`src/rtl/mcyc_pkg.sv`:
```
package mcyc_pkg;

    typedef enum logic [2:0] {
        K_OPF  = 3'd0,
        K_MRD  = 3'd1,
        K_MWR  = 3'd2,
        K_IORD = 3'd3,
        K_IOWR = 3'd4,
        K_INTA = 3'd5
    } kind_e;

    typedef enum logic [2:0] {
        PH_IDLE = 3'd0,
        PH_T1   = 3'd1,
        PH_T2   = 3'd2,
        PH_TW   = 3'd3,
        PH_T3   = 3'd4,
        PH_T4   = 3'd5
    } phase_e;

    typedef enum logic [1:0] {
        CH_IDLE = 2'd0,
        CH_OPF  = 2'd1,
        CH_MRD  = 2'd2,
        CH_IOWR = 2'd3
    } chain_e;

    localparam logic [2:0] KIND_MAX = 3'd5;

    function automatic logic kind_reads(kind_e k);
        return (k == K_OPF) || (k == K_MRD) || (k == K_IORD) || (k == K_INTA);
    endfunction

    function automatic logic kind_writes(kind_e k);
        return (k == K_MWR) || (k == K_IOWR);
    endfunction

    function automatic logic kind_is_io(kind_e k);
        return (k == K_IORD) || (k == K_IOWR) || (k == K_INTA);
    endfunction

    function automatic logic kind_is_opcode(kind_e k);
        return (k == K_OPF) || (k == K_INTA);
    endfunction

endpackage

```
`src/rtl/mcyc_tstate_fsm.sv`:
```
module mcyc_tstate_fsm
    import mcyc_pkg::*;
#(
    parameter int ADDR_W = 16,
    parameter int DATA_W = 8
) (
    input  logic              clk,
    input  logic              rst_n,
    input  logic              start,
    input  kind_e             start_kind,
    input  logic [ADDR_W-1:0] start_addr,
    input  logic [DATA_W-1:0] start_wdata,
    input  logic              ready,
    input  logic [DATA_W-1:0] din,
    output phase_e            phase,
    output kind_e             kind,
    output logic [ADDR_W-1:0] addr,
    output logic [DATA_W-1:0] wdata,
    output logic              last,
    output logic [DATA_W-1:0] rdata,
    output logic              rdata_op
);

    typedef struct packed {
        phase_e            phase;
        kind_e             kind;
        logic [ADDR_W-1:0] addr;
        logic [DATA_W-1:0] wdata;
        logic [DATA_W-1:0] rdata;
        logic              rdata_op;
    } st_t;

    st_t st_d, st_q, load_st;

    always_comb begin
        load_st       = st_q;
        load_st.phase = PH_T1;
        load_st.kind  = start_kind;
        load_st.addr  = start_addr;
        load_st.wdata = start_wdata;

        st_d = st_q;
        unique case (st_q.phase)
            PH_IDLE: if (start) st_d = load_st;
            PH_T1:   st_d.phase = PH_T2;
            PH_T2,
            PH_TW:   st_d.phase = ready ? PH_T3 : PH_TW;
            PH_T3: begin
                if (kind_reads(st_q.kind)) begin
                    load_st.rdata    = din;
                    load_st.rdata_op = kind_is_opcode(st_q.kind);
                    st_d.rdata       = din;
                    st_d.rdata_op    = kind_is_opcode(st_q.kind);
                end
                if (st_q.kind == K_OPF) st_d.phase = PH_T4;
                else if (start)         st_d = load_st;
                else                    st_d.phase = PH_IDLE;
            end
            PH_T4: begin
                if (start) st_d = load_st;
                else       st_d.phase = PH_IDLE;
            end
            default: st_d.phase = PH_IDLE;
        endcase
    end

    always_ff @(posedge clk or negedge rst_n) begin
        if (!rst_n) st_q <= '0;
        else        st_q <= st_d;
    end

    assign phase    = st_q.phase;
    assign kind     = st_q.kind;
    assign addr     = st_q.addr;
    assign wdata    = st_q.wdata;
    assign rdata    = st_q.rdata;
    assign rdata_op = st_q.rdata_op;
    assign last     = ((st_q.phase == PH_T3) && (st_q.kind != K_OPF)) || (st_q.phase == PH_T4);

    assert_t1_then_t2_R1: assert property (@(posedge clk) disable iff (!rst_n)
        (phase == PH_T1) |=> (phase == PH_T2));
    assert_fetch_has_t4_R1: assert property (@(posedge clk) disable iff (!rst_n)
        (phase == PH_T3 && kind == K_OPF) |=> (phase == PH_T4));
    assert_wait_inserted_R6: assert property (@(posedge clk) disable iff (!rst_n)
        ((phase == PH_T2 || phase == PH_TW) && !ready) |=> (phase == PH_TW));
    assert_capture_t3_R7: assert property (@(posedge clk) disable iff (!rst_n)
        (phase == PH_T3 && kind_reads(kind)) |=> (rdata == $past(din)));

endmodule

```
`src/rtl/mcyc_strobe_dec.sv`:
```
module mcyc_strobe_dec
    import mcyc_pkg::*;
#(
    parameter int ADDR_W = 16,
    parameter int DATA_W = 8
) (
    input  phase_e            phase,
    input  kind_e             kind,
    input  logic [ADDR_W-1:0] addr,
    input  logic [DATA_W-1:0] wdata,
    output logic [ADDR_W-1:0] bus_addr,
    output logic              bus_ale,
    output logic              bus_rd_n,
    output logic              bus_wr_n,
    output logic              bus_inta_n,
    output logic              bus_io_m,
    output logic [DATA_W-1:0] bus_dout,
    output logic              bus_dout_en
);

    logic in_cycle;
    logic strobe_window;

    always_comb begin
        in_cycle      = (phase != PH_IDLE);
        strobe_window = (phase == PH_T2) || (phase == PH_TW) || (phase == PH_T3);

        bus_addr    = in_cycle ? addr : '0;
        bus_ale     = (phase == PH_T1);
        bus_io_m    = in_cycle && kind_is_io(kind);
        bus_rd_n    = !(strobe_window && (kind == K_OPF || kind == K_MRD || kind == K_IORD));
        bus_wr_n    = !(strobe_window && kind_writes(kind));
        bus_inta_n  = !(strobe_window && (kind == K_INTA));
        bus_dout_en = strobe_window && kind_writes(kind);
        bus_dout    = bus_dout_en ? wdata : '0;
    end

endmodule

```
`src/rtl/mcyc_out_chain.sv`:
```
module mcyc_out_chain
    import mcyc_pkg::*;
#(
    parameter int ADDR_W = 16,
    parameter int DATA_W = 8
) (
    input  logic              clk,
    input  logic              rst_n,
    input  logic              out_start,
    input  logic [ADDR_W-1:0] out_pc,
    input  logic [DATA_W-1:0] out_acc,
    input  logic              can_accept,
    input  logic              last,
    input  logic [DATA_W-1:0] din,
    output logic              issue,
    output kind_e             issue_kind,
    output logic [ADDR_W-1:0] issue_addr,
    output logic [DATA_W-1:0] issue_wdata,
    output logic              active,
    output logic              seq_done
);

    localparam int REP = ADDR_W / DATA_W;

    typedef struct packed {
        chain_e            st;
        logic [ADDR_W-1:0] nxt_addr;
        logic [DATA_W-1:0] acc;
    } ch_t;

    ch_t ch_d, ch_q;

    always_comb begin
        ch_d        = ch_q;
        issue       = 1'b0;
        issue_kind  = K_OPF;
        issue_addr  = '0;
        issue_wdata = '0;
        seq_done    = 1'b0;
        unique case (ch_q.st)
            CH_IDLE: if (out_start && can_accept) begin
                issue         = 1'b1;
                issue_kind    = K_OPF;
                issue_addr    = out_pc;
                ch_d.st       = CH_OPF;
                ch_d.nxt_addr = out_pc + ADDR_W'(1);
                ch_d.acc      = out_acc;
            end
            CH_OPF: if (last) begin
                issue      = 1'b1;
                issue_kind = K_MRD;
                issue_addr = ch_q.nxt_addr;
                ch_d.st    = CH_MRD;
            end
            CH_MRD: if (last) begin
                issue       = 1'b1;
                issue_kind  = K_IOWR;
                issue_addr  = {REP{din}};
                issue_wdata = ch_q.acc;
                ch_d.st     = CH_IOWR;
            end
            CH_IOWR: if (last) begin
                seq_done = 1'b1;
                ch_d.st  = CH_IDLE;
            end
            default: ch_d.st = CH_IDLE;
        endcase
    end

    always_ff @(posedge clk or negedge rst_n) begin
        if (!rst_n) ch_q <= '0;
        else        ch_q <= ch_d;
    end

    assign active = (ch_q.st != CH_IDLE);

    assert_chain_step_on_last_R10: assert property (@(posedge clk) disable iff (!rst_n)
        (active && issue) |-> last);

endmodule

```
`src/rtl/mcyc_bus_seq.sv`:
```
module mcyc_bus_seq
    import mcyc_pkg::*;
#(
    parameter int ADDR_W = 16,
    parameter int DATA_W = 8
) (
    input  logic              clk,
    input  logic              rst_n,
    input  logic              req_valid,
    input  logic [2:0]        req_kind,
    input  logic [ADDR_W-1:0] req_addr,
    input  logic [DATA_W-1:0] req_wdata,
    input  logic              out_start,
    input  logic [ADDR_W-1:0] out_pc,
    input  logic [DATA_W-1:0] out_acc,
    input  logic              ready,
    input  logic [DATA_W-1:0] bus_din,
    output logic [ADDR_W-1:0] bus_addr,
    output logic              bus_ale,
    output logic              bus_rd_n,
    output logic              bus_wr_n,
    output logic              bus_inta_n,
    output logic              bus_io_m,
    output logic [DATA_W-1:0] bus_dout,
    output logic              bus_dout_en,
    output logic              busy,
    output logic              cyc_done,
    output logic              seq_done,
    output logic [DATA_W-1:0] rdata,
    output logic              rdata_is_op
);

    phase_e            fsm_phase;
    kind_e             fsm_kind;
    logic [ADDR_W-1:0] fsm_addr;
    logic [DATA_W-1:0] fsm_wdata;
    logic              fsm_last;
    logic              can_accept;
    logic              ext_take;
    logic              start;
    kind_e             start_kind;
    logic [ADDR_W-1:0] start_addr;
    logic [DATA_W-1:0] start_wdata;
    logic              ch_issue;
    kind_e             ch_kind;
    logic [ADDR_W-1:0] ch_addr;
    logic [DATA_W-1:0] ch_wdata;
    logic              ch_active;

    always_comb begin
        can_accept  = (fsm_phase == PH_IDLE) || fsm_last;
        ext_take    = req_valid && (req_kind <= KIND_MAX) && can_accept
                      && !ch_active && !out_start;
        start       = ch_issue || ext_take;
        start_kind  = ch_issue ? ch_kind  : kind_e'(req_kind);
        start_addr  = ch_issue ? ch_addr  : req_addr;
        start_wdata = ch_issue ? ch_wdata : req_wdata;
    end

    mcyc_out_chain #(.ADDR_W(ADDR_W), .DATA_W(DATA_W)) chain_i (
        .clk         (clk),
        .rst_n       (rst_n),
        .out_start   (out_start),
        .out_pc      (out_pc),
        .out_acc     (out_acc),
        .can_accept  (can_accept),
        .last        (fsm_last),
        .din         (bus_din),
        .issue       (ch_issue),
        .issue_kind  (ch_kind),
        .issue_addr  (ch_addr),
        .issue_wdata (ch_wdata),
        .active      (ch_active),
        .seq_done    (seq_done)
    );

    mcyc_tstate_fsm #(.ADDR_W(ADDR_W), .DATA_W(DATA_W)) fsm_i (
        .clk         (clk),
        .rst_n       (rst_n),
        .start       (start),
        .start_kind  (start_kind),
        .start_addr  (start_addr),
        .start_wdata (start_wdata),
        .ready       (ready),
        .din         (bus_din),
        .phase       (fsm_phase),
        .kind        (fsm_kind),
        .addr        (fsm_addr),
        .wdata       (fsm_wdata),
        .last        (fsm_last),
        .rdata       (rdata),
        .rdata_op    (rdata_is_op)
    );

    mcyc_strobe_dec #(.ADDR_W(ADDR_W), .DATA_W(DATA_W)) dec_i (
        .phase       (fsm_phase),
        .kind        (fsm_kind),
        .addr        (fsm_addr),
        .wdata       (fsm_wdata),
        .bus_addr    (bus_addr),
        .bus_ale     (bus_ale),
        .bus_rd_n    (bus_rd_n),
        .bus_wr_n    (bus_wr_n),
        .bus_inta_n  (bus_inta_n),
        .bus_io_m    (bus_io_m),
        .bus_dout    (bus_dout),
        .bus_dout_en (bus_dout_en)
    );

    assign busy     = (fsm_phase != PH_IDLE);
    assign cyc_done = fsm_last;

    assert_ale_one_tstate_R3: assert property (@(posedge clk) disable iff (!rst_n)
        bus_ale |=> !bus_ale);
    assert_addr_held_R3: assert property (@(posedge clk) disable iff (!rst_n)
        (busy && !cyc_done) |=> $stable(bus_addr));
    assert_no_strobe_in_t1_R4: assert property (@(posedge clk) disable iff (!rst_n)
        bus_ale |-> (bus_rd_n && bus_wr_n && bus_inta_n));
    assert_one_strobe_R4: assert property (@(posedge clk) disable iff (!rst_n)
        $onehot0({~bus_rd_n, ~bus_wr_n, ~bus_inta_n}));
    assert_select_held_R5: assert property (@(posedge clk) disable iff (!rst_n)
        (busy && !cyc_done) |=> $stable(bus_io_m));
    assert_strobe_in_wait_R6: assert property (@(posedge clk) disable iff (!rst_n)
        (fsm_phase == PH_TW) |-> !(bus_rd_n && bus_wr_n && bus_inta_n));
    assert_seq_ends_cycle_R10: assert property (@(posedge clk) disable iff (!rst_n)
        seq_done |-> cyc_done);

endmodule

```
`config.mk`:
```
export PLATFORM = sky130hd
export DESIGN_NAME = mcyc_bus_seq
export DESIGN_NICKNAME = d
export VERILOG_FILES = /design/src/rtl/mcyc_pkg.sv /design/src/rtl/mcyc_tstate_fsm.sv /design/src/rtl/mcyc_strobe_dec.sv /design/src/rtl/mcyc_out_chain.sv /design/src/rtl/mcyc_bus_seq.sv
export SDC_FILE = /design/constraint.sdc
export NUM_CORES = 1
export LEC_CHECK = 0
export ABC_AREA = 1
export CORE_MARGIN = 1.5
export CORE_UTILIZATION = 50
export DETAILED_ROUTE_END_ITERATION = 12
export PLACE_DENSITY_LB_ADDON = 0.2
export SLEW_MARGIN = 20
export SYNTH_ARGS = -nofsm -noshare
export SYNTH_HDL_FRONTEND = slang
export SYNTH_SLANG_ARGS = --single-unit
```
`constraint.sdc`:
```
create_clock -name clk -period 2.5 [get_ports clk]
set_input_delay 0.25 -clock clk [delete_from_list [all_inputs] [get_ports clk]]
set_output_delay 0.25 -clock clk [all_outputs]
set_load 0.05 [all_outputs]
```
-- Yosys cells after proc, flatten, opt, wreduce, memory -nomap -nowiden
Index checks and enable logic that the tools add are counted.
Widths: inputs -> output; s select.
- flip-flop bits (word level): 65
- input port bits: 64
- output and inout port bits: 42
- word-level logic and storage cells: 107
- add/sub/neg operators: 1
- $lt $le $gt $ge: 1
- eq/ne operators: 21
- mux-type cells: 33
- bitwise gates (word level): 2
- reductions and logical operators: 40
- operators by type and width (cell ; number):
    $mux 36 ; 3
    $pmux 36 s3 ; 1
    $mux 16 ; 5
    $pmux 16 s3 ; 1
    $mux 39 ; 1
    $mux 8 ; 4
    $mux 26 ; 1
    $add 16x1->16 const B ; 1
    $pmux 3 s5 ; 1
    $eq 3x2->1 const B ; 4
    $eq 3x3->1 const B ; 4
    $logic_or 1x1->1 ; 12
    $mux 3 ; 4
    $logic_and 1x1->1 ; 10
    $ne 2x2->1 const B ; 5
    $mux 9 ; 1
    $reduce_bool 3->1 ; 3
    $pmux 2 s4 ; 1
    $eq 3x1->1 const B ; 2
    $logic_not 3->1 ; 2
    $mux 2 ; 3
    $ne 2x1->1 const B ; 3
    $pmux 3 s2 ; 1
    $logic_not 1->1 ; 5
    13 further kinds ; 20

-- Logic depth before layout (Yosys ltp)
Gate-level depths: netlist (run 1).
- depth in word-level cells: 11
- depth in mapped cells: 13
- mapped depth without buffers: 12

-- Cells and area by module
A second synthesis (run 1) with hierarchy kept.
- cell total of the unflattened synthesis: 633
- area, all modules: 4290.4 µm²
- by module, submodules not included (module ; times used ; cells an instance ; area an instance (µm²) ; seq. area each (µm²)):
    mcyc_out_chain ; 1 ; 277 ; 1848.0 ; 650.6
    mcyc_tstate_fsm ; 1 ; 186 ; 1721.7 ; 975.9
    mcyc_bus_seq ; 1 ; 100 ; 425.4 ; 0.0
    mcyc_strobe_dec ; 1 ; 70 ; 295.3 ; 0.0

-- Worst setup path before layout (run 1)
No wires, ideal clock.
- path type: flip-flop to output port
- from: register fsm_i.st_q (netlist bit fsm_i.phase[0])
- to: output bus_dout[0]
- arrival time: 3771 ps
- data required time: 2250 ps
- path slack: -1521 ps
- cell stages (with the launch flop): 8
- path buffers: 0
- cells stage by stage: dfrtp_1 -> nor2_1 -> nand2_2 -> inv_1 -> nor2_1 -> nor3_1 -> clkinv_1 -> nor2_1
- longest elaborated chain between the ends: 5
- elaborated cells between the ends (all ways): 7
- those cells by class: eq/ne (3); mux (1); reduce/logical (3)
- RTL lines (what ; line ; text):
    start: declaration ; mcyc_tstate_fsm.sv:33 ; st_t st_d, st_q, load_st;
    start signal: assignment ; mcyc_tstate_fsm.sv:69 ; else st_q <= st_d;
    $eq 3x2->1 ; mcyc_strobe_dec.sv:26 ; strobe_window = (phase == PH_T2) || (phase == PH_TW) || (phase == PH_T3);
    $logic_or 1x1->1 ; mcyc_strobe_dec.sv:26 ;
    $logic_or 1x1->1 * ; mcyc_strobe_dec.sv:26 ;
    $logic_and 1x1->1 * ; mcyc_strobe_dec.sv:34 ; bus_dout_en = strobe_window && kind_writes(kind);
    net bus_dout_en ; mcyc_bus_seq.sv:25 ; output logic bus_dout_en,
    $mux 8 * ; mcyc_strobe_dec.sv:35 ; bus_dout = bus_dout_en ? wdata : '0;
    end: declaration ; mcyc_bus_seq.sv:24 ; output logic [DATA_W-1:0] bus_dout,
The timed path passes the listed nets; every way through them passes the cells marked *.

-- Worst setup path after layout (run 1)
- from: register fsm_i.st_q (netlist bit fsm_i.phase[0])
- to: output bus_dout[7]
- longest elaborated chain between the ends: 5
- elaborated cells between the ends (all ways): 7
- those cells by class: eq/ne (3); mux (1); reduce/logical (3)
- RTL lines (what ; line):
    $eq 3x2->1 ; mcyc_strobe_dec.sv:26
    $logic_or 1x1->1 ; mcyc_strobe_dec.sv:26
    $logic_or 1x1->1 * ; mcyc_strobe_dec.sv:26
    $logic_and 1x1->1 * ; mcyc_strobe_dec.sv:34
    $mux 8 * ; mcyc_strobe_dec.sv:35
Mark *: on every way between the ends. The rest lies on a longest branch, timed or not.

==> run metrics, run 1 <==
CTS tree=built; number of synthesis warnings=0; Setup Buffers After CTS=0; sw frac=between 40% and 50%; r2r setup slk=~0.4 ns; Worst-Margin Slew=between 0.6 and 0.7 ns; Final Max Slew Viols=0; maxcap violations=0; CTS H-Tree Depth=3; Post-synth ARST share=100%; IO Port Bufs=~110; NetSw=roughly 0.0036 W; DP Wirelength=8190 µm; sequential share of the synthesized area=approximately two fifths; CTS Sinks=65; initial antenna violation count=0; Hold WC Path Type=primary input to asynchronous set/reset pin; pre-CTS setup slack=between 0.3 and 0.4 ns; antenna viol nets, final=0; Worst Path Max Fanout=8; Syn Inst Count=599; internal power=between 0.003 and 0.004 W; global-route wire length before repair=approximately 18,000 µm; largest net degree at the start of global routing=38; final setup violation count=0; antenna cells=0; unrepaired setup endpoints after global routing=no; Pleak=around 2.9 nW; R2R depth=9; Avg WL per Cell=~14 µm; Post-Syn Nets=669; Area Growth Syn to Fin=34.5%; PnR worst setup slack=0.299 ns; worst r2r src=fsm_i.kind[0]; FMAX=454 MHz; Final nets=around 770; DRC errors left=0; outcome=completed; Crit-path slowest cell=dfrtp_1; clock root buffer master=clkbuf_8; WP data arrival=1.95 ns; top post-synthesis cells by area=dfrtp_1 (39%), nand2_1 (23%), nand4_1 (6.7%); post-synthesis cell area=~0.004 mm²; VDD IR max=approximately 0.00075 V; layout cell share with drive strength beyond 1=roughly an eighth; Max stage delay on crit path=between 0.4 and 0.5 ns; ys flop type=dfrtp_1; Clk pin slew, worst setup/hold paths=0.07 ns; Via Count=between 4,000 and 5,000; Final min period=approximately 2.2 ns; die area=about 0.0088 mm²; clock network power share=about 16%; Synth area leader=dfrtp_1; die height=about 94 µm; # rows=32; Slew headroom=55.6%; Avg Cell Area, Syn=between 6 and 7 µm²; die span in x=about 94 µm; CTS Buf Count=9; RD Place Congestion=about 0.97; final-layout fill cell count=653; Worst R2R End=fsm_i.wdata[0]; Total Wirelength=11,000 µm; Distinct cells, synth=35; Seq pwr share=26.1%; CP Class=flip-flop to output port; Global Route Usage Sum=25.7%; most used cell, CP=nor2_1; pwr dens=about 1300 mW/mm²; post-route cell area=0.00555 mm²; Clock Tree Buf Depth=2; DRT Pass-1 Iters=6; IO Pins=between 100 and 150; Crit. End Element=output port; 1st-iter DRT viols=around 250; Clock Latency Late Sink=approximately 0.34 ns; startpoint types=flip-flop; #FFs+latches synth=65; required time worst endpoint=about 2.3 ns; Initial Util=between 50% and 60%; final worst-path cycle share=88.0%; Vias per Instance=just over 5; vias in the first global route=3,703; EDFF count, synth=0; combinational fraction of design power=between 50% and 60%; CP Cell Sequence=nor2_1 -> nand2_2 -> inv_1 -> nor2_1 -> nor3_4 -> clkinv_2 -> buf_4 -> nor2_2 -> buf_12; Core Box Area=a little under 0.008 mm²; final hold vios=0; worst clock skew=0.00674 ns; share of the synthesized area in the top cell type=39.5%; GRT overflow=0; placed cell areas=between 0.005 and 0.006 mm²
layout make-up:
cell class                      instances  area [µm²]  area share, %
Timing Repair Buffer                  115        1180           21.3
Clock inverter                          6         115           2.08
Multi-Input combinational cell        431        2080           37.5
Sequential cell                        65        1630           29.3
Inverter                               75         283           5.10
Tap cell                              102         128           2.30
Clock buffer                           10         138           2.48
stage by stage:
step	instances	hold slack (ns)	setup TNS (ns)	total power, W	utilization, %
after floorplan	599	-0.0456	-0.0778	0.00490	-
after global placement	787	0.311	0	0.00591	67.2
after detailed placement	787	0.315	0	0.00601	67.2
after CTS	804	0.469	0	0.00714	70.5
after global routing	804	0.495	0	0.00761	70.7
final	804	0.465	0	0.00714	70.7
how the worst max path moves through the flow:
stage,from,endpoint,slack (ns)
after floorplan,fsm_i.phase[0],bus_dout[0],-0.01
after global placement,fsm_i.phase[0],bus_dout_en,0.44
after detailed placement,out_pc[2],chain_i.ch_q[21],0.40
after CTS,fsm_i.phase[0],bus_dout_en,0.02
after global routing,fsm_i.phase[2],bus_io_m,0.12
final,fsm_i.phase[0],bus_dout[7],0.30
cell families after synthesis:
logic type / share of synthesized area [%]
muxes: 2.19
xor gates and xnor gates: 1.70
and+or+nand+nor: 39.0
DFF: 39.5
adders and majority gates: 1.82
AOI/OAI and AO/OA: 4.80
buffers and inverters: 11.0
power by group through the flow:
stage | Clock [W] | Sequential, W | Combinational (W)
6_report | 0.00111 | 0.00186 | 0.00417
5_1_grt | 0.00116 | 0.00192 | 0.00453
4_1_cts | 0.00112 | 0.00186 | 0.00417
3_5_place_dp | 0 | 0.00187 | 0.00413
3_3_place_gp | 0 | 0.00185 | 0.00406
2_1_floorplan | 0 | 0.00206 | 0.00284
critical path: cells and delay by family, from the launching register on:
family / cells / cell delay (ns)
buffers and inverters: 4 / 0.54
DFF: 1 / 0.41
and+or+nand+nor: 5 / 0.66
layer usage:
layer | routed length [µm] | part of all wire [%] | global-route usage, % | vias to the layer above
met5 | 0 | 0 | 0 | -
met4 | 225 | 2.1 | 8.83 | 0
met3 | 746 | 6.8 | 4.69 | 23
met2 | 5160 | 47 | 40.5 | 160
met1 | 4840 | 44 | 35.7 | 1865
li1 | - | - | - | 2071
layout by cell type, fill, tap and decap left out, types with 2 or more instances in the layout:
| cell type | n |
|---|---|
| buf_4 | 27 |
| nor2_1 | 35 |
| nor3_1 | 13 |
| nand2_1 | 252 |
| inv_2 | 2 |
| inv_1 | 70 |
| nand4_1 | 44 |
| clkinv_4 | 2 |
| nor2_2 | 11 |
| o21ai_0 | 22 |
| bufinv_16 | 3 |
| nand3_2 | 6 |
| ha_1 | 6 |
| clkbuf_8 | 10 |
| xnor2_1 | 3 |
| mux2_2 | 8 |
| xor2_1 | 5 |
| nand2_2 | 5 |
| clkinv_1 | 2 |
| buf_12 | 9 |
| a21oi_1 | 4 |
| nand3_1 | 4 |
| dlymetal6s2s_1 | 4 |
| dfrtp_1 | 65 |
| clkdlybuf4s50_1 | 73 |
registers in the layout, indices dropped and copies added (netlist names):
signal / cells
fsm_i.rdata_op: 1
fsm_i.phase: 3
fsm_i.wdata: 8
chain_i.ch_q: 26
fsm_i.rdata: 8
fsm_i.addr: 16
fsm_i.kind: 3
cell usage after synthesis, types with 6 or more instances:
library cell and number:
ha_1 6, dfrtp_1 65, inv_1 70, clkbuf_1 8
nand4_1 44, mux2_2 8, o21ai_0 22, nand3_2 6
nor2_1 43, nor3_1 14, nand2_1 252, buf_2 9
buf_6 6
repair_timing:
action / in CTS / in global routing
setup endpoints to repair: 0 / 4
hold buffers: 1 / 0
endpoints found under the hold margin: 28 / 0
gates resized for setup: 0 / 4
Note: power is estimated with default switching activity, not from simulation.
==> run 2, diff against run 1 <==
ABC_CLOCK_PERIOD_IN_PS = 2400   (was unset)
CORE_UTILIZATION = 64   (was 50)
DONT_BUFFER_PORTS = 1   (was unset)
clock period = 2.4 ns   (was 2.5 ns; I/O delays follow)
==> run 2 against run 1 <==
Routed wire length down 5.8%. Sequential share of layout area up 5.7 points. Global-route usage up 6.1 points. Via count down 6.3%. Core utilization up 3.2 points. Sequential cell count unchanged. Die area down 21%. Critical endpoint is now fsm_i.addr[0]. Largest power group unchanged.
==> run metrics, run 2 (synthesized netlist as in run 1, its figures left out) <==
Hold WC Path Type=primary input to flip-flop; Avg WL per Cell=14.7 µm (+7.7%); outcome=completed; vias in the first global route=3,541 (-4.4%); Final nets=691 (-9.9%); pre-CTS setup slack=0.273 ns (-0.125 ns); Clk pin slew, worst setup/hold paths=0.07 ns (about the same); CP Class=flip-flop to flip-flop; CTS tree=built; Clock Tree Buf Depth=2 (unchanged); Post-Layout Cell Count=703 (-13%); Clock Latency Late Sink=0.34 ns (about the same); Global Route Usage Sum=31.8% (+6.1 points); die area=0.00693 mm² (-21%); CTS H-Tree Depth=3 (unchanged); DP Wirelength=7630 µm (-6.9%); delay-heaviest family, CP=simple AND/OR/NAND/NOR gates; max reg flops=26 (unchanged); Crit-path slowest cell=dfrtp_1; WP data arrival=2.43 ns (+0.48 ns); Max stage delay on crit path=0.46 ns (+0.05 ns); DP Cell Count=685 (-13%); FMAX=466 MHz; IO Port Bufs=0 (-100%); count of buffer and inverter cells on the critical path=2 (-2); Slew headroom=56.3% (+0.70 points); final-layout fill cell count=525 (-20%); global-route wire length before repair=17,400 µm (-0.94%); CP Cell Sequence=nor2_2 -> nand3_2 -> nand2_2 -> inv_2 -> nand3_2 -> nand3_2 -> inv_2 -> nand2_1 -> nand2_1; initial antenna violation count=0 (unchanged); Vias per Instance=5.49 (+7.1%); PnR Total Power=0.00693 W (-3.0%); # rows=29 (-9.4%); Pleak=2.51 nW (-12%); Register Area=0.00163 mm² (unchanged); unrepaired setup endpoints after global routing=no; most common cell after layout, fill and taps aside=nand2_1; maxcap violations=0 (unchanged); Crit. End Element=flip-flop; Initial Util=65.7% (+13 points); Via Count=3,858 (-6.3%); layout cell share with drive strength beyond 1=14.9% (+1.9 points); RD Place Congestion=0.868 (-11%); PnR worst setup slack=0.254 ns (-0.0459 ns); Final Max Slew Viols=0 (unchanged); Total Wirelength=10,300 µm (-5.8%); startpoint types=flip-flop; final setup violation count=0 (unchanged); most used cell, CP=nand3_2; clock root buffer master=clkbuf_8; IO Pins=106 (unchanged); Worst-Margin Slew=0.656 ns (-0.00979 ns); DRC errors left=0 (unchanged); Largest Register=chain_i.ch_q; largest net degree at the start of global routing=66 (+74%); Area Growth Syn to Fin=12.5%; pwr dens=1490 mW/mm² (+16%); 1st-iter DRT viols=266 (+7.7%); Worst Path Max Fanout=26 (+18); placed cell areas=0.00438 mm² (-17%); worst clock skew=0.00601 ns (-0.000735 ns); die height=83.3 µm (-11%); DRT Pass-1 Iters=5 (-1); antenna cells=0 (unchanged); final worst-path cycle share=89.4%; GRT overflow=0 (unchanged); Core Box Area=0.00628 mm² (-20%); most frequent cells in the layout=nand2_1 (252), inv_1 (70), dfrtp_1 (65); CTS Sinks=65 (unchanged); required time worst endpoint=2.69 ns (+0.44 ns); CTS Buf Count=9 (unchanged); final hold vios=0 (unchanged); multi-input logic area=0.00209 mm² (+0.48%); post-route cell area=0.00464 mm² (-16%); die span in x=83.3 µm (-11%); Final min period=~2.1 ns; VDD IR max=0.00103 V (+38%); antenna viol nets, final=0 (unchanged)
run 2: cell count changes in the layout (fill, tap and decap cells not counted), moves of 2 or more:
cell	previous run	this run
clkinv_4	2	0
clkdlybuf4s50_1	73	0
dlymetal6s2s_1	4	0
buf_12	9	1
bufinv_16	3	1
clkbuf_8	10	12
buf_4	27	36
run 2: per-layer routing:
| layer | vias up | routed length (µm) | GRT usage (%) |
|---|---|---|---|
| met5 | - | 0 | 0 |
| met2 | 153 | 4730 | 48.9 |
| met3 | 26 | 695 | 4.97 |
| met1 | 1755 | 4600 | 45.1 |
| met4 | 0 | 302 | 13.3 |
| li1 | 1924 | - | - |
run 2: power by group:
part / total, W / switching (W) / internal (W)
combinational: 0.00371 / 0.00261 / 0.00109
clock: 0.000991 / 0.000429 / 0.000563
sequential: 0.00223 / 0.000608 / 0.00163
total: 0.00693 / 0.00365 / 0.00328
run 2: worst paths after layout:
check	from	to	slack, ns	depth (start not counted)
setup / recovery	fsm_i.kind[2]	fsm_i.addr[0]	0.25	9
hold / removal	out_acc[2]	chain_i.ch_q[2]	0.02	2
setup reg to reg	fsm_i.kind[2]	fsm_i.addr[0]	0.25	9
hold reg to reg	fsm_i.addr[12]	fsm_i.addr[12]	0.48	2
max in group asynchronous	rst_n	chain_i.ch_q[3]	1.71	2
min in group asynchronous	rst_n	fsm_i.rdata_op	0.43	2
run 2: per-stage QoR:
stage	utilization (%)	setup TNS [ns]	hold WS, ns
floorplan	-	-0.798	-0.0556
global placement	69.7	0	-0.0542
detailed placement	69.7	0	-0.0542
CTS	73.8	0	0.0121
global route	73.9	0	0.0141
finish	73.9	0	0.0151
run 2: layout make-up:
cell class	instances	share of cell area [%]
sequential	65	35.1
tap	77	2.08
clock buffer	12	3.56
timing repair buffer	39	7.07
inverter	75	6.13
multi-input combinational	431	45.0
clock inverter	4	1.08
run 2: repair_timing:
action	in CTS	in global routing
hold endpoints to repair	65	0
setup buffers	0	0
setup endpoints to repair	0	7
hold buffers	2	0
gates resized for setup	0	2
==> run 3, diff against run 2 <==
CTS_CLUSTER_DIAMETER = 60   (was unset)
SKIP_CTS_REPAIR_TIMING = 1   (was unset)
==> run 3 against run 2 <==
Total power barely moved. Sequential power about the same. Register-to-register slack gained 0.02 ns. First-iteration DRC count fell by 1.9%. Non-clock buffer count is the same. Routed wire length shrank 0.13%. Clock power is essentially flat. Cell count did not move. Combinational power is essentially flat. Hold slack better by 0.00052 ns. Clock skew grew 0.0017 ns. Critical endpoint is now bus_dout[3]. Largest cell class unchanged.
==> run metrics, run 3 (synthesized netlist as in run 1, its figures left out) <==
outcome=completed; 1st-iter DRT viols=261 (-1.9%); IO Port Bufs=0 (unchanged); Global Route Usage Sum=31.8% (-0.064 points); startpoint types=flip-flop; Clk pin slew, worst setup/hold paths=0.07 ns (about the same); Clock Latency Late Sink=0.35 ns (about the same); die height=83.3 µm (unchanged); max reg flops=26 (unchanged); final hold vios=0 (unchanged); required time worst endpoint=2.16 ns (-0.53 ns); final worst-path cycle share=89.4% (about the same); final-layout fill cell count=525 (unchanged); final setup violation count=0 (unchanged); Final Util=73.9% (unchanged); Clock Tree Buf Depth=2 (unchanged); worst hold slack=0.0156 ns (+0.000518 ns); Slew headroom=57.1% (+0.85 points); final setup TNS=0 ns (unchanged); WP data arrival=1.91 ns (-0.52 ns); CTS H-Tree Depth=3 (unchanged); largest net degree at the start of global routing=66 (unchanged); Worst Path Max Fanout=9 (-65%); IO Pins=106 (unchanged); DP Wirelength=7630 µm (unchanged); Avg WL per Cell=14.7 µm (-0.13%); CP Class=flip-flop to output port; Hold WC Path Type=primary input to flip-flop; Post-Layout Cell Count=703 (unchanged); Area Growth Syn to Fin=12.5% (unchanged); Final min period=2.15 ns (-0.000723 ns); Worst-Margin Slew=0.643 ns (-0.0128 ns); Total Wirelength=10,300 µm (-0.13%); CTS tree=built; Crit. End Element=output port; DRC errors left=0 (unchanged); Via Count=3,830 (-0.73%); Largest Register=chain_i.ch_q; CTS Sinks=65 (unchanged); antenna viol nets, final=0 (unchanged); Pleak=2.51 nW (unchanged); # rows=29 (unchanged); Vias per Instance=5.45 (-0.73%); Core Box Area=0.00628 mm² (unchanged); DP Cell Count=685 (unchanged); worst clock skew=0.00772 ns (+0.00171 ns); CTS Buf Count=9 (unchanged); DRT Pass-1 Iters=5 (unchanged); maxcap violations=0 (unchanged); RD Place Congestion=0.868 (unchanged); initial antenna violation count=0 (unchanged); Register Area=0.00163 mm² (unchanged); FMAX=466 MHz (about the same); GRT overflow=0 (unchanged); die area=0.00693 mm² (unchanged); Initial Util=65.7% (unchanged); clock root buffer master=clkbuf_8; most common cell after layout, fill and taps aside=nand2_1; vias in the first global route=3,527 (-0.40%); Final nets=691 (unchanged); most frequent cells in the layout=nand2_1 (252), inv_1 (70), dfrtp_1 (65); VDD IR max=0.00103 V (about the same); pwr dens=1490 mW/mm² (about the same); Final Max Slew Viols=0 (unchanged); die span in x=83.3 µm (unchanged); layout cell share with drive strength beyond 1=14.9% (unchanged); antenna cells=0 (unchanged); unrepaired setup endpoints after global routing=no; global-route wire length before repair=17,400 µm (-0.20%); multi-input logic area=0.00209 mm² (unchanged)
-- run 3: per-stage QoR --
step           instance area [µm²]  setup WS (ns)  power (W)
2_1_floorplan                 4160        -0.0997    0.00511
3_3_place_gp                  4380          0.371    0.00576
3_5_place_dp                  4380          0.273    0.00587
4_1_cts                       4590          0.140    0.00689
5_1_grt                       4640         0.0342    0.00744
6_report                      4640          0.254    0.00693
-- run 3: worst paths after layout --
check / start / to / slack [ns] / depth (start not counted)
hold / removal: out_acc[2] / chain_i.ch_q[2] / 0.02 / 2
hold reg to reg: fsm_i.addr[12] / fsm_i.addr[12] / 0.48 / 2
setup reg to reg: fsm_i.kind[2] / fsm_i.addr[0] / 0.27 / 9
setup / recovery: fsm_i.phase[0] / bus_dout[3] / 0.25 / 8
min in group asynchronous: rst_n / fsm_i.rdata_op / 0.42 / 2
max in group asynchronous: rst_n / chain_i.ch_q[11] / 1.70 / 2
-- run 3: worst max-delay path, stage by stage (launching register included) --
cell and delay [ns]:
dfrtp_1 0.41, nor2_1 0.17, nand2_2 0.11, inv_1 0.13, nor2_1 0.10, nor3_4 0.22
inv_4 0.11, nor2_2 0.09, buf_4 0.20
-- run 3: where the power goes --
group,total [W],switching (W),internal (W)
sequential,0.00224,0.000611,0.00163
clock,0.000991,0.000428,0.000563
combinational,0.00370,0.00261,0.00109
total,0.00693,0.00365,0.00328
-- run 3: final cells by class --
cell class | count | share of cell area [%]
multi-input cells | 431 | 45.0
flip-flops and latches | 65 | 35.1
repair buffers | 39 | 7.07
inverters | 75 | 6.13
clock buffers | 12 | 3.56
well taps | 77 | 2.08
clock inverters | 4 | 1.08
-- run 3: layer usage --
metal  GRT usage (%)  up-vias  wire length (µm)
met5               0        -                 0
met4            13.3        0               280
met3            5.17       24               672
met2            48.8      150              4780
met1            44.9     1730              4580
li1                -     1926                 -
